[config.mk]
export PLATFORM = sky130hd
export DESIGN_NAME = pair_tlb
export DESIGN_NICKNAME = d
export VERILOG_FILES = /design/src/rtl/pair_tlb_pkg.sv /design/src/rtl/pair_tlb_match.sv /design/src/rtl/pair_tlb_prienc.sv /design/src/rtl/pair_tlb.sv
export SDC_FILE = /design/constraint.sdc
export NUM_CORES = 2
export LEC_CHECK = 0
export ABC_AREA = 1
export CORE_UTILIZATION = 55
export DETAILED_ROUTE_END_ITERATION = 8
export DONT_BUFFER_PORTS = 1
export GPL_TIMING_DRIVEN = 0
export PLACE_DENSITY_LB_ADDON = 0.25
export SYNTH_ARGS = -nofsm -noshare
export SYNTH_HDL_FRONTEND = slang
export SYNTH_SLANG_ARGS = --single-unit
[constraint.sdc]
create_clock -name clk -period 33.5 [get_ports clk]
set_input_delay 3.35 -clock clk [delete_from_list [all_inputs] [get_ports clk]]
set_output_delay 3.35 -clock clk [all_outputs]
set_load 0.005 [all_outputs]
[src/rtl/pair_tlb_pkg.sv]
package pair_tlb_pkg;
  localparam int VA_W       = 64;
  localparam int PAGE_SHIFT = 12;
  localparam int VPN_MSB    = 39;
  localparam int VPN2_LSB   = PAGE_SHIFT + 1;
  localparam int VPN2_W     = VPN_MSB - VPN2_LSB + 1;
  localparam int MASK_W     = 4;
  localparam int ASID_W     = 8;
  localparam int LO_W       = 32;
  localparam int PFN_LSB    = 6;
  localparam int PFN_MSB    = 29;
  localparam int PFN_W      = PFN_MSB - PFN_LSB + 1;
  localparam int PA_W       = PFN_W + PAGE_SHIFT;

  typedef enum logic [1:0] {
    ST_HIT     = 2'd0,
    ST_MISS    = 2'd1,
    ST_INVALID = 2'd2,
    ST_MODIFY  = 2'd3
  } lk_status_e;

  typedef struct packed {
    logic [PFN_W-1:0] pfn;
    logic [2:0]       cattr;
    logic             dirty;
    logic             valid;
  } half_t;

  typedef struct packed {
    logic [1:0]        region;
    logic [VPN2_W-1:0] vpn2;
    logic [ASID_W-1:0] asid;
    logic [MASK_W-1:0] mask;
    logic              glob;
    half_t             even;
    half_t             odd;
  } slot_t;
endpackage

[src/rtl/pair_tlb_match.sv]
module pair_tlb_match
  import pair_tlb_pkg::*;
(
  input  logic [1:0]        ent_region,
  input  logic [VPN2_W-1:0] ent_vpn2,
  input  logic [ASID_W-1:0] ent_asid,
  input  logic [MASK_W-1:0] ent_mask,
  input  logic              ent_glob,
  input  logic [1:0]        req_region,
  input  logic [VPN2_W-1:0] req_vpn2,
  input  logic [ASID_W-1:0] req_asid,
  output logic              hit
);
  logic [VPN2_W-1:0] cmp_en;
  logic              region_eq;
  logic              vpn_eq;
  logic              asid_eq;

  always_comb begin
    cmp_en    = ~{{(VPN2_W-MASK_W){1'b0}}, ent_mask};
    region_eq = (ent_region == req_region);
    vpn_eq    = (((ent_vpn2 ^ req_vpn2) & cmp_en) == '0);
    asid_eq   = ent_glob || (ent_asid == req_asid);
    hit       = region_eq && vpn_eq && asid_eq;
  end
endmodule

[src/rtl/pair_tlb_prienc.sv]
module pair_tlb_prienc #(
  parameter int N     = 8,
  parameter int IDX_W = 3
) (
  input  logic [N-1:0]     vec,
  output logic [IDX_W-1:0] idx,
  output logic             any
);
  always_comb begin
    idx = '0;
    for (int i = N - 1; i >= 0; i--) begin
      if (vec[i]) idx = IDX_W'(i);
    end
    any = |vec;
  end
endmodule

[src/rtl/pair_tlb.sv]
module pair_tlb
  import pair_tlb_pkg::*;
#(
  parameter int N_ENT = 8,
  localparam int IDX_W = (N_ENT > 1) ? $clog2(N_ENT) : 1
) (
  input  logic              clk,
  input  logic              rst_n,
  input  logic              wr_en,
  input  logic [IDX_W-1:0]  wr_index,
  input  logic [VA_W-1:0]   wr_hi,
  input  logic [MASK_W-1:0] wr_mask,
  input  logic [LO_W-1:0]   wr_lo0,
  input  logic [LO_W-1:0]   wr_lo1,
  input  logic              lk_req,
  input  logic [VA_W-1:0]   lk_va,
  input  logic [ASID_W-1:0] lk_asid,
  input  logic              lk_store,
  output logic              lk_valid,
  output logic [1:0]        lk_status,
  output logic [PA_W-1:0]   lk_pa,
  output logic [2:0]        lk_cattr,
  output logic [IDX_W-1:0]  lk_index,
  input  logic              pr_req,
  input  logic [VA_W-1:0]   pr_hi,
  output logic              pr_valid,
  output logic [IDX_W:0]    pr_result
);
  // reset: asserted asynchronously, released through two flops
  logic [1:0] rst_sync_q;
  logic       rst_int_n;

  always_ff @(posedge clk or negedge rst_n) begin
    if (!rst_n) rst_sync_q <= 2'b00;
    else        rst_sync_q <= {rst_sync_q[0], 1'b1};
  end
  assign rst_int_n = rst_sync_q[1];

  // bits kept out of storage and compare
  logic unused_bits;
  assign unused_bits = ^{wr_hi[61:VPN_MSB+1], wr_hi[VPN2_LSB-1:ASID_W],
                         wr_lo0[LO_W-1:PFN_MSB+1], wr_lo1[LO_W-1:PFN_MSB+1],
                         lk_va[61:VPN_MSB+1], pr_hi[61:VPN_MSB+1],
                         pr_hi[VPN2_LSB-1:ASID_W]};

  // slot storage
  slot_t slot_q [N_ENT];
  slot_t wr_slot;

  always_comb begin
    wr_slot.region      = wr_hi[VA_W-1 -: 2];
    wr_slot.vpn2        = wr_hi[VPN_MSB:VPN2_LSB];
    wr_slot.asid        = wr_hi[ASID_W-1:0];
    wr_slot.mask        = wr_mask;
    wr_slot.glob        = wr_lo0[0] & wr_lo1[0];
    wr_slot.even.pfn    = wr_lo0[PFN_MSB:PFN_LSB];
    wr_slot.even.cattr  = wr_lo0[5:3];
    wr_slot.even.dirty  = wr_lo0[2];
    wr_slot.even.valid  = wr_lo0[1];
    wr_slot.odd.pfn     = wr_lo1[PFN_MSB:PFN_LSB];
    wr_slot.odd.cattr   = wr_lo1[5:3];
    wr_slot.odd.dirty   = wr_lo1[2];
    wr_slot.odd.valid   = wr_lo1[1];
  end

  always_ff @(posedge clk or negedge rst_int_n) begin
    if (!rst_int_n) begin
      for (int i = 0; i < N_ENT; i++) slot_q[i] <= '0;
    end else if (wr_en) begin
      slot_q[wr_index] <= wr_slot;
    end
  end

  // parallel compare, lookup and probe
  logic [N_ENT-1:0] lk_vec;
  logic [N_ENT-1:0] pr_vec;

  for (genvar e = 0; e < N_ENT; e++) begin : g_slot
    pair_tlb_match u_lk_match (
      .ent_region (slot_q[e].region),
      .ent_vpn2   (slot_q[e].vpn2),
      .ent_asid   (slot_q[e].asid),
      .ent_mask   (slot_q[e].mask),
      .ent_glob   (slot_q[e].glob),
      .req_region (lk_va[VA_W-1 -: 2]),
      .req_vpn2   (lk_va[VPN_MSB:VPN2_LSB]),
      .req_asid   (lk_asid),
      .hit        (lk_vec[e])
    );
    pair_tlb_match u_pr_match (
      .ent_region (slot_q[e].region),
      .ent_vpn2   (slot_q[e].vpn2),
      .ent_asid   (slot_q[e].asid),
      .ent_mask   (slot_q[e].mask),
      .ent_glob   (slot_q[e].glob),
      .req_region (pr_hi[VA_W-1 -: 2]),
      .req_vpn2   (pr_hi[VPN_MSB:VPN2_LSB]),
      .req_asid   (pr_hi[ASID_W-1:0]),
      .hit        (pr_vec[e])
    );
  end

  logic [IDX_W-1:0] lk_idx;
  logic             lk_any;
  logic [IDX_W-1:0] pr_idx;
  logic             pr_any;

  pair_tlb_prienc #(.N(N_ENT), .IDX_W(IDX_W)) u_lk_enc (
    .vec (lk_vec), .idx (lk_idx), .any (lk_any)
  );
  pair_tlb_prienc #(.N(N_ENT), .IDX_W(IDX_W)) u_pr_enc (
    .vec (pr_vec), .idx (pr_idx), .any (pr_any)
  );

  // half select, address formation, fault ranking
  slot_t             sel_slot;
  logic              sel_odd;
  half_t             half;
  logic [PA_W-1:0]   off_mask;
  logic [PA_W-1:0]   pa_raw;
  lk_status_e        status_d;
  logic [PA_W-1:0]   pa_d;
  logic [2:0]        cattr_d;
  logic [IDX_W:0]    pr_res_d;

  always_comb begin
    sel_slot = slot_q[lk_idx];
    sel_odd  = lk_va[PAGE_SHIFT];
    for (int i = 0; i < MASK_W; i++) begin
      if (sel_slot.mask[i]) sel_odd = lk_va[PAGE_SHIFT+1+i];
    end
    half = sel_odd ? sel_slot.odd : sel_slot.even;

    off_mask                      = '0;
    off_mask[PAGE_SHIFT-1:0]      = '1;
    off_mask[PAGE_SHIFT +: MASK_W] = sel_slot.mask;
    pa_raw = {half.pfn, {PAGE_SHIFT{1'b0}}} | (lk_va[PA_W-1:0] & off_mask);

    status_d = ST_HIT;
    pa_d     = '0;
    cattr_d  = '0;
    if (!lk_any)                       status_d = ST_MISS;
    else if (!half.valid)              status_d = ST_INVALID;
    else if (lk_store && !half.dirty)  status_d = ST_MODIFY;
    else begin
      pa_d    = pa_raw;
      cattr_d = half.cattr;
    end

    pr_res_d = pr_any ? {1'b0, pr_idx} : {1'b1, {IDX_W{1'b0}}};
  end

  // result registers
  always_ff @(posedge clk or negedge rst_int_n) begin
    if (!rst_int_n) begin
      lk_valid  <= 1'b0;
      lk_status <= '0;
      lk_pa     <= '0;
      lk_cattr  <= '0;
      lk_index  <= '0;
      pr_valid  <= 1'b0;
      pr_result <= '0;
    end else begin
      lk_valid <= lk_req;
      pr_valid <= pr_req;
      if (lk_req) begin
        lk_status <= status_d;
        lk_pa     <= pa_d;
        lk_cattr  <= cattr_d;
        lk_index  <= lk_idx;
      end
      if (pr_req) begin
        pr_result <= pr_res_d;
      end
    end
  end
endmodule

Word-level counts from Yosys, hierarchy flattened
Index checks and enable logic that the tools add are counted. Widths: inputs -> output; s select.

Bitwise gates (word level): 45. $add $sub $neg: 0. Magnitude comparators: 3. Equality and inequality tests: 32. Multiplexer cells: 37. Reductions and logical operators: 69. Divide/modulo/power cells: 0. Shift operators: 0. Multiply operators: 0.

Operators with widths (count): $bwmux 800 (1); $and 27x27->27 (16); $logic_not 27->1 (16); $xor 27x27->27 (16); $bmux 100 s3 (1); $demux 100 s3 (1); $not 4->27 (8); $eq 8x8->1 (16); $mux 63 (2); $mux 36 (3); $mux 100 (1); $mux 3 (19); $and 36x16->36 (1); $or 36x36->36 (1); $logic_and 1x1->1 (34); $eq 2x2->1 (16); $mux 29 (1); $logic_or 1x1->1 (16); $reduce_or 8->1 (2); $ge 4x4->1 const B (2); $not 3->4 (2); $mux 2 (3); $lt 4x1->1 const B (1); $mux 1 (4); other kinds (3) (3).

Output and inout port bits: 50. Flip-flop bits (word level): 852. Memory bits (read-only): 0. Bits of input ports: 277. Bits in latches: 0. RAM bits: 0. Memories: 0. Logic and storage cells: 298.

Logic depth before layout (Yosys ltp)
Depth in word-level cells: 27. Gate-level depth with buffers: 34. Mapped depth without buffers: 31.

Cells and area by module
From an unflattened synthesis, not the netlist that was laid out.

Cell total of the unflattened synthesis: 5905. Area, all modules: 44640.3 um^2.

By module, submodules not included: pair_tlb (sequential area each 21320.4 um^2, cells each 3893, times used 1, area each 34833.4 um^2); pair_tlb_match (sequential area each 0.0 um^2, cells each 123, times used 16, area each 600.6 um^2); pair_tlb_prienc (sequential area each 0.0 um^2, cells each 22, times used 2, area each 98.8 um^2).

Least setup slack after synthesis
OpenSTA, ideal clock, no wires.

Path kind: input port to flip-flop. From: input port lk_va[38]. To: register lk_cattr[1]. Data required time: 33.384 ns. Arrival: 5.811 ns. Path buffers: 3. Setup time: 0.116 ns. Setup slack: 27.573 ns. Stages on the path: 23. Cells stage by stage: buf_4 xor2_1 or3_1 nor2_1 nand2_1 nor2_2 inv_2 nand2_2 nand2_4 nand2_4 buf_6 nand2_1 o211ai_1 nand3_1 nand2_1 nand2_1 nand3_1 nand2_1 nor2_2 nor2_8 buf_6 nand2_1 nand2_1.

Longest elaborated chain between the ends: 27. Elaborated cells on any way between the ends: 63. Classes of those cells: 19 x mux; 17 x bitwise; 27 x reduce/logical.

Ends and longest elaborated chain: start: declaration (line pair_tlb.sv:16) `input logic [VA_W-1:0] lk_va,`; $xor 27x27->27 (line pair_tlb_match.sv:22) `vpn_eq = (((ent_vpn2 ^ req_vpn2) & cmp_en) == '0);`; $and 27x27->27 (line pair_tlb_match.sv:22); $logic_not 27->1 (line pair_tlb_match.sv:22); $logic_and 1x1->1 (2 in a row) (line pair_tlb_match.sv:24) `hit = region_eq && vpn_eq && asid_eq;`; $mux 3 (8 in a row) (line pair_tlb_prienc.sv:12) `if (vec[i]) idx = IDX_W'(i);`; $not 3->4 (implied by the code) (line pair_tlb.sv:127) `sel_slot = slot_q[lk_idx];`; $bmux 100 s3 (line pair_tlb.sv:127); $mux 63 (implied by the code) (2 in a row) (line pair_tlb.sv:127); $mux 1 (4 in a row) (line pair_tlb.sv:130) `if (sel_slot.mask[i]) sel_odd = lk_va[PAGE_SHIFT+1+i];`; $mux 29 (line pair_tlb.sv:132) `half = sel_odd ? sel_slot.odd : sel_slot.even;`; $logic_not 1->1 (line pair_tlb.sv:144) `else if (lk_store && !half.dirty) status_d = ST_MODIFY;`; $logic_and 1x1->1 (line pair_tlb.sv:144); $mux 3 (line pair_tlb.sv:144); $mux 3 (line pair_tlb.sv:143) `else if (!half.valid) status_d = ST_INVALID;`; $mux 3 (*) (line pair_tlb.sv:142) `if (!lk_any) status_d = ST_MISS;`; end signal: assignment (line pair_tlb.sv:169) `lk_cattr <= cattr_d;`; end: declaration (line pair_tlb.sv:22) `output logic [2:0] lk_cattr,`.

Mark *: on every way between the ends. The rest lies on a longest branch, timed or not. The select of a mux whose other input is x is not followed. A chain may end at the register's enable or synchronous reset.

Worst setup path after layout
From: input port lk_va[17]. To: register lk_cattr[0].

The elaborated chain is that of the path after synthesis.

==> parameters.txt <==
Parameter                              Value

Clock network
  Number of clock buffers inserted by TritonCTS    just over 90
  Clk root buf    clkbuf_16
  Clock slew at the register clock pins of the worst setup and hold paths    approximately 0.06 ns
  CTS-repair resized insts    0
  Latest clock arrival within the worst-skew pair    0.69 ns
  Number of H-tree levels    3
  Clock tree from TritonCTS    done
  Clock sinks    852
  # Post-CTS Setup Buffers    0
  Clock Tree Buf Depth    3
  Cts hold-fix bufs    0

Critical path
  Startpoint class of the critical path    primary input
  Slowest stage delay, CP    ~0.72 ns
  Critical Path End Type    register
  Critical path data arrival time    8.48 ns
  Chain of cells forming the critical path    buf_2, xnor2_1, nand4_1, nor4_1, nand2_1, nor2_1, nand3_1, nand2_2, inv_2, nand2_1, nor2_4, inv_2, buf_2, buf_2, clkbuf_1, o21ai_0, nand2_1, nand2_1, nor2_1, nand2_1, nand2_1
  Worst R2R Setup Slack    28.16 ns
  Buf+Inv Stages, Crit Path    6
  Standard cell with the maximum stage delay on the critical path    nor4_1
  Critical path class    in2reg
  Kind of cell adding the most delay to the critical path    simple AND/OR/NAND/NOR gates
  Worst-path maximum fanout    10
  Critical path required time    34.13 ns
  Cell mode on critical path    nand2_1

Logic synthesis
  Synth Area per Inst    8.16 µm²
  Cell accounting for the most synthesized area    dfrtp_1
  Fraction of synthesized cell area taken by the top area cell type    around 50%
  Synth top area cells    dfrtp_1 50%, nand2_1 12%, o21ai_0 12%
  Number of synthesized flops with an enable pin    0
  Syn Std Cell Area    0.0429 mm²
  Post-synthesis cell type count    between 50 and 60
  Post-synthesis cell count    5261
  Top_reg_cell synth    dfrtp_1
  Share of synthesized flip-flops with an asynchronous set or reset    100%
  Number of register bits inferred by synthesis    about 850
  Warnings from Yosys    0
  Syn nets    between 5000 and 6000
  Sequential-to-total area share from yosys stat    between 40% and 50%

Final layout
  Layout cells sized above 1    5.80%
  Util after Layout    between 60 and 70%
  Number of nets at the end of the flow    around 5600
  Post-route insts no fill    around 6500
  P&R area growth vs syn    11.9%
  Fill cell total of the finished layout    just under 7000

STA
  Worst relative slew slack    -5.89%
  Total negative slack    0 ns
  Endpoints failing setup    0
  Unrepaired setup endpoints after global routing    false
  Number of pins exceeding their max-slew limit in the final report    22
  Slew at the pin closest to its max-slew limit    1.59 ns
  Clock tree skew after final layout    around 0.045 ns
  Highest attainable clock frequency    127 MHz
  Endpoints failing hold    0
  Final critical-path share of the clock period    a little under a quarter
  Final Critical Period    roughly 7.9 ns

Die
  Die width    281 µm
  I/O pin count    roughly 330
  Core Footprint    just under 0.08 mm²
  Initial Util    between 50% and 60%
  Floorplan die height    around 280 µm
  Number of placement rows    slightly above 100
  Die Outline Area    about 0.079 mm²

Drt
  Number of nets still failing antenna checks after routing    0
  Post-route DRC violation count    0
  Drt wl/cell    27.0 µm
  Total routed wirelength    about 180000 µm
  First-iteration detailed-routing DRC count    between 5000 and 6000
  Routed vias    just over 40000
  Vias per std cell    around 6.2
  Length of the first detailed-routing pass in iterations    8

Worst hold path
  Hold Path Class    reg2async

Placed design
  Final Wtd Congestion    1.03
  IO buf count    0
  Inst Count DP    around 6300
  Half-perimeter wire length after placement    between 100000 and 150000 µm

Pwr
  Total leakage power    roughly 22 nW
  Pwr/cell area    between 60 and 70 mW/mm²
  Worst-case vdd ir drop    0.0469 mV
  Total power draw    3.10 mW

Global routing
  Number of antenna violations at the first check in global routing    10
  Global route overflow    0
  Maximum number of pins on one net before global-route repair    74
  Number of global-route vias before repair    around 38000
  Wire length of the first global-routing pass    ~250000 µm
  Global router's overall resource usage    between 40% and 50%

Run status
  Result of the run    complete, but fails checks
  Violations in the final reports    max-capacitance violations, max-slew violations

Flow run
  Number of max-cap violations    2
-- cell families after synthesis --
| family | share of synthesized area [%] |
|---|---|
| AO/OA/AOI/OAI | 16.9 |
| XOR/XNOR | 8.45 |
| buffers and inverters | 6.23 |
| AND/OR/NAND/NOR | 18.7 |
| other | 0.00874 |
| flip-flops | 49.7 |
-- per-stage QoR --
stage | hold WS [ns] | worst slack (ns) | area [µm²]
2_1_floorplan | 0.331 | 7.99 | 42900
3_3_place_gp | 0.335 | -2.17 | 44200
4_1_cts | 0.299 | 25.93 | 48000
5_1_grt | 0.316 | 25.72 | 48000
3_5_place_dp | 0.292 | 25.23 | 44600
6_report | 0.291 | 25.65 | 48000
-- where the power goes --
group          switching (mW)  internal, mW  total, mW
combinational           0.354         0.214      0.568
sequential              0.179          1.21       1.39
clock                   0.463         0.674       1.14
-- cell usage in the layout, fill, tap and decap left out, drive strengths merged, types with 5 or more instances in the layout --
| cell | Yosys | layout |
|---|---|---|
| clkbuf | 281 | 417 |
| o22ai | 39 | 39 |
| nor3 | 23 | 23 |
| a31oi | 11 | 11 |
| or2 | 11 | 11 |
| nand4 | 47 | 47 |
| o211ai | 12 | 12 |
| inv | 280 | 283 |
| o221ai | 79 | 79 |
| nand2 | 1357 | 1357 |
| nor4 | 38 | 38 |
| bufinv | 0 | 12 |
| o21ai | 1040 | 1040 |
| a21oi | 135 | 135 |
| a221oi | 5 | 5 |
| dfrtp | 852 | 852 |
| xnor2 | 266 | 266 |
| diode | 0 | 6 |
| nand3 | 117 | 117 |
| clkinv | 5 | 26 |
| buf | 80 | 95 |
| xor2 | 148 | 148 |
| nor2 | 401 | 401 |
-- cell usage after synthesis (6+ instances only) --
cell         n
a21oi_1    133
a31oi_1     11
buf_2       31
buf_4       33
buf_6       11
clkbuf_1   280
dfrtp_1    852
inv_1      246
inv_2       33
nand2_1   1348
nand2_2      6
nand3_1    116
nand4_1     47
nor2_1     396
nor3_1      23
nor4_1      38
o211ai_1    12
o21ai_0    994
o21ai_1     46
o221ai_1    79
o22ai_1     39
or2_2       10
xnor2_1    266
xor2_1     148
-- sequential cells by signal (all words and copies together), names as in the netlist --
signal	flops
lk_pa	36
lk_index	3
lk_status	2
pr_valid	1
lk_cattr	3
rst_sync_q	2
slot_q	800
pr_result	4
lk_valid	1
-- layout make-up --
class	count	area, µm²	share of cell area, %
clock inverters	37	601	1.25
well taps	1040	1300	2.71
flip-flops and latches	852	21300	44.4
repair buffers	16	388	0.808
plain buffers	361	1600	3.34
diodes	6	15.0	0.0313
multi-input cells	3763	18900	39.4
inverters	285	1070	2.23
clock buffers	136	2790	5.81
-- worst paths after layout --
kind | from | endpoint | cells after the start
worst max-delay path | lk_va[17] | lk_cattr[0]$_DFFE_PN0P_ | 21
worst min-delay path | rst_sync_q[1]$_DFF_PN0_ | slot_q[192]$_DFFE_PN0P_ | 0
worst max register to register | slot_q[675]$_DFFE_PN0P_ | lk_cattr[0]$_DFFE_PN0P_ | 20
worst min register to register | rst_sync_q[1]$_DFF_PN0_ | slot_q[192]$_DFFE_PN0P_ | 0
max in group asynchronous | rst_sync_q[1]$_DFF_PN0_ | slot_q[565]$_DFFE_PN0P_ | 7
min in group clk | rst_sync_q[0]$_DFF_PN0_ | rst_sync_q[1]$_DFF_PN0_ | 0
-- routing by layer --
layer	share of wire, %	vias to the layer above	global-route usage [%]
li1	-	17500	-
met3	11	637	11.2
met4	7.9	14	29.9
met2	43	2587	65.3
met5	0.055	-	0
met1	38	19800	57.9
Note: power is estimated with default switching activity, not from simulation.
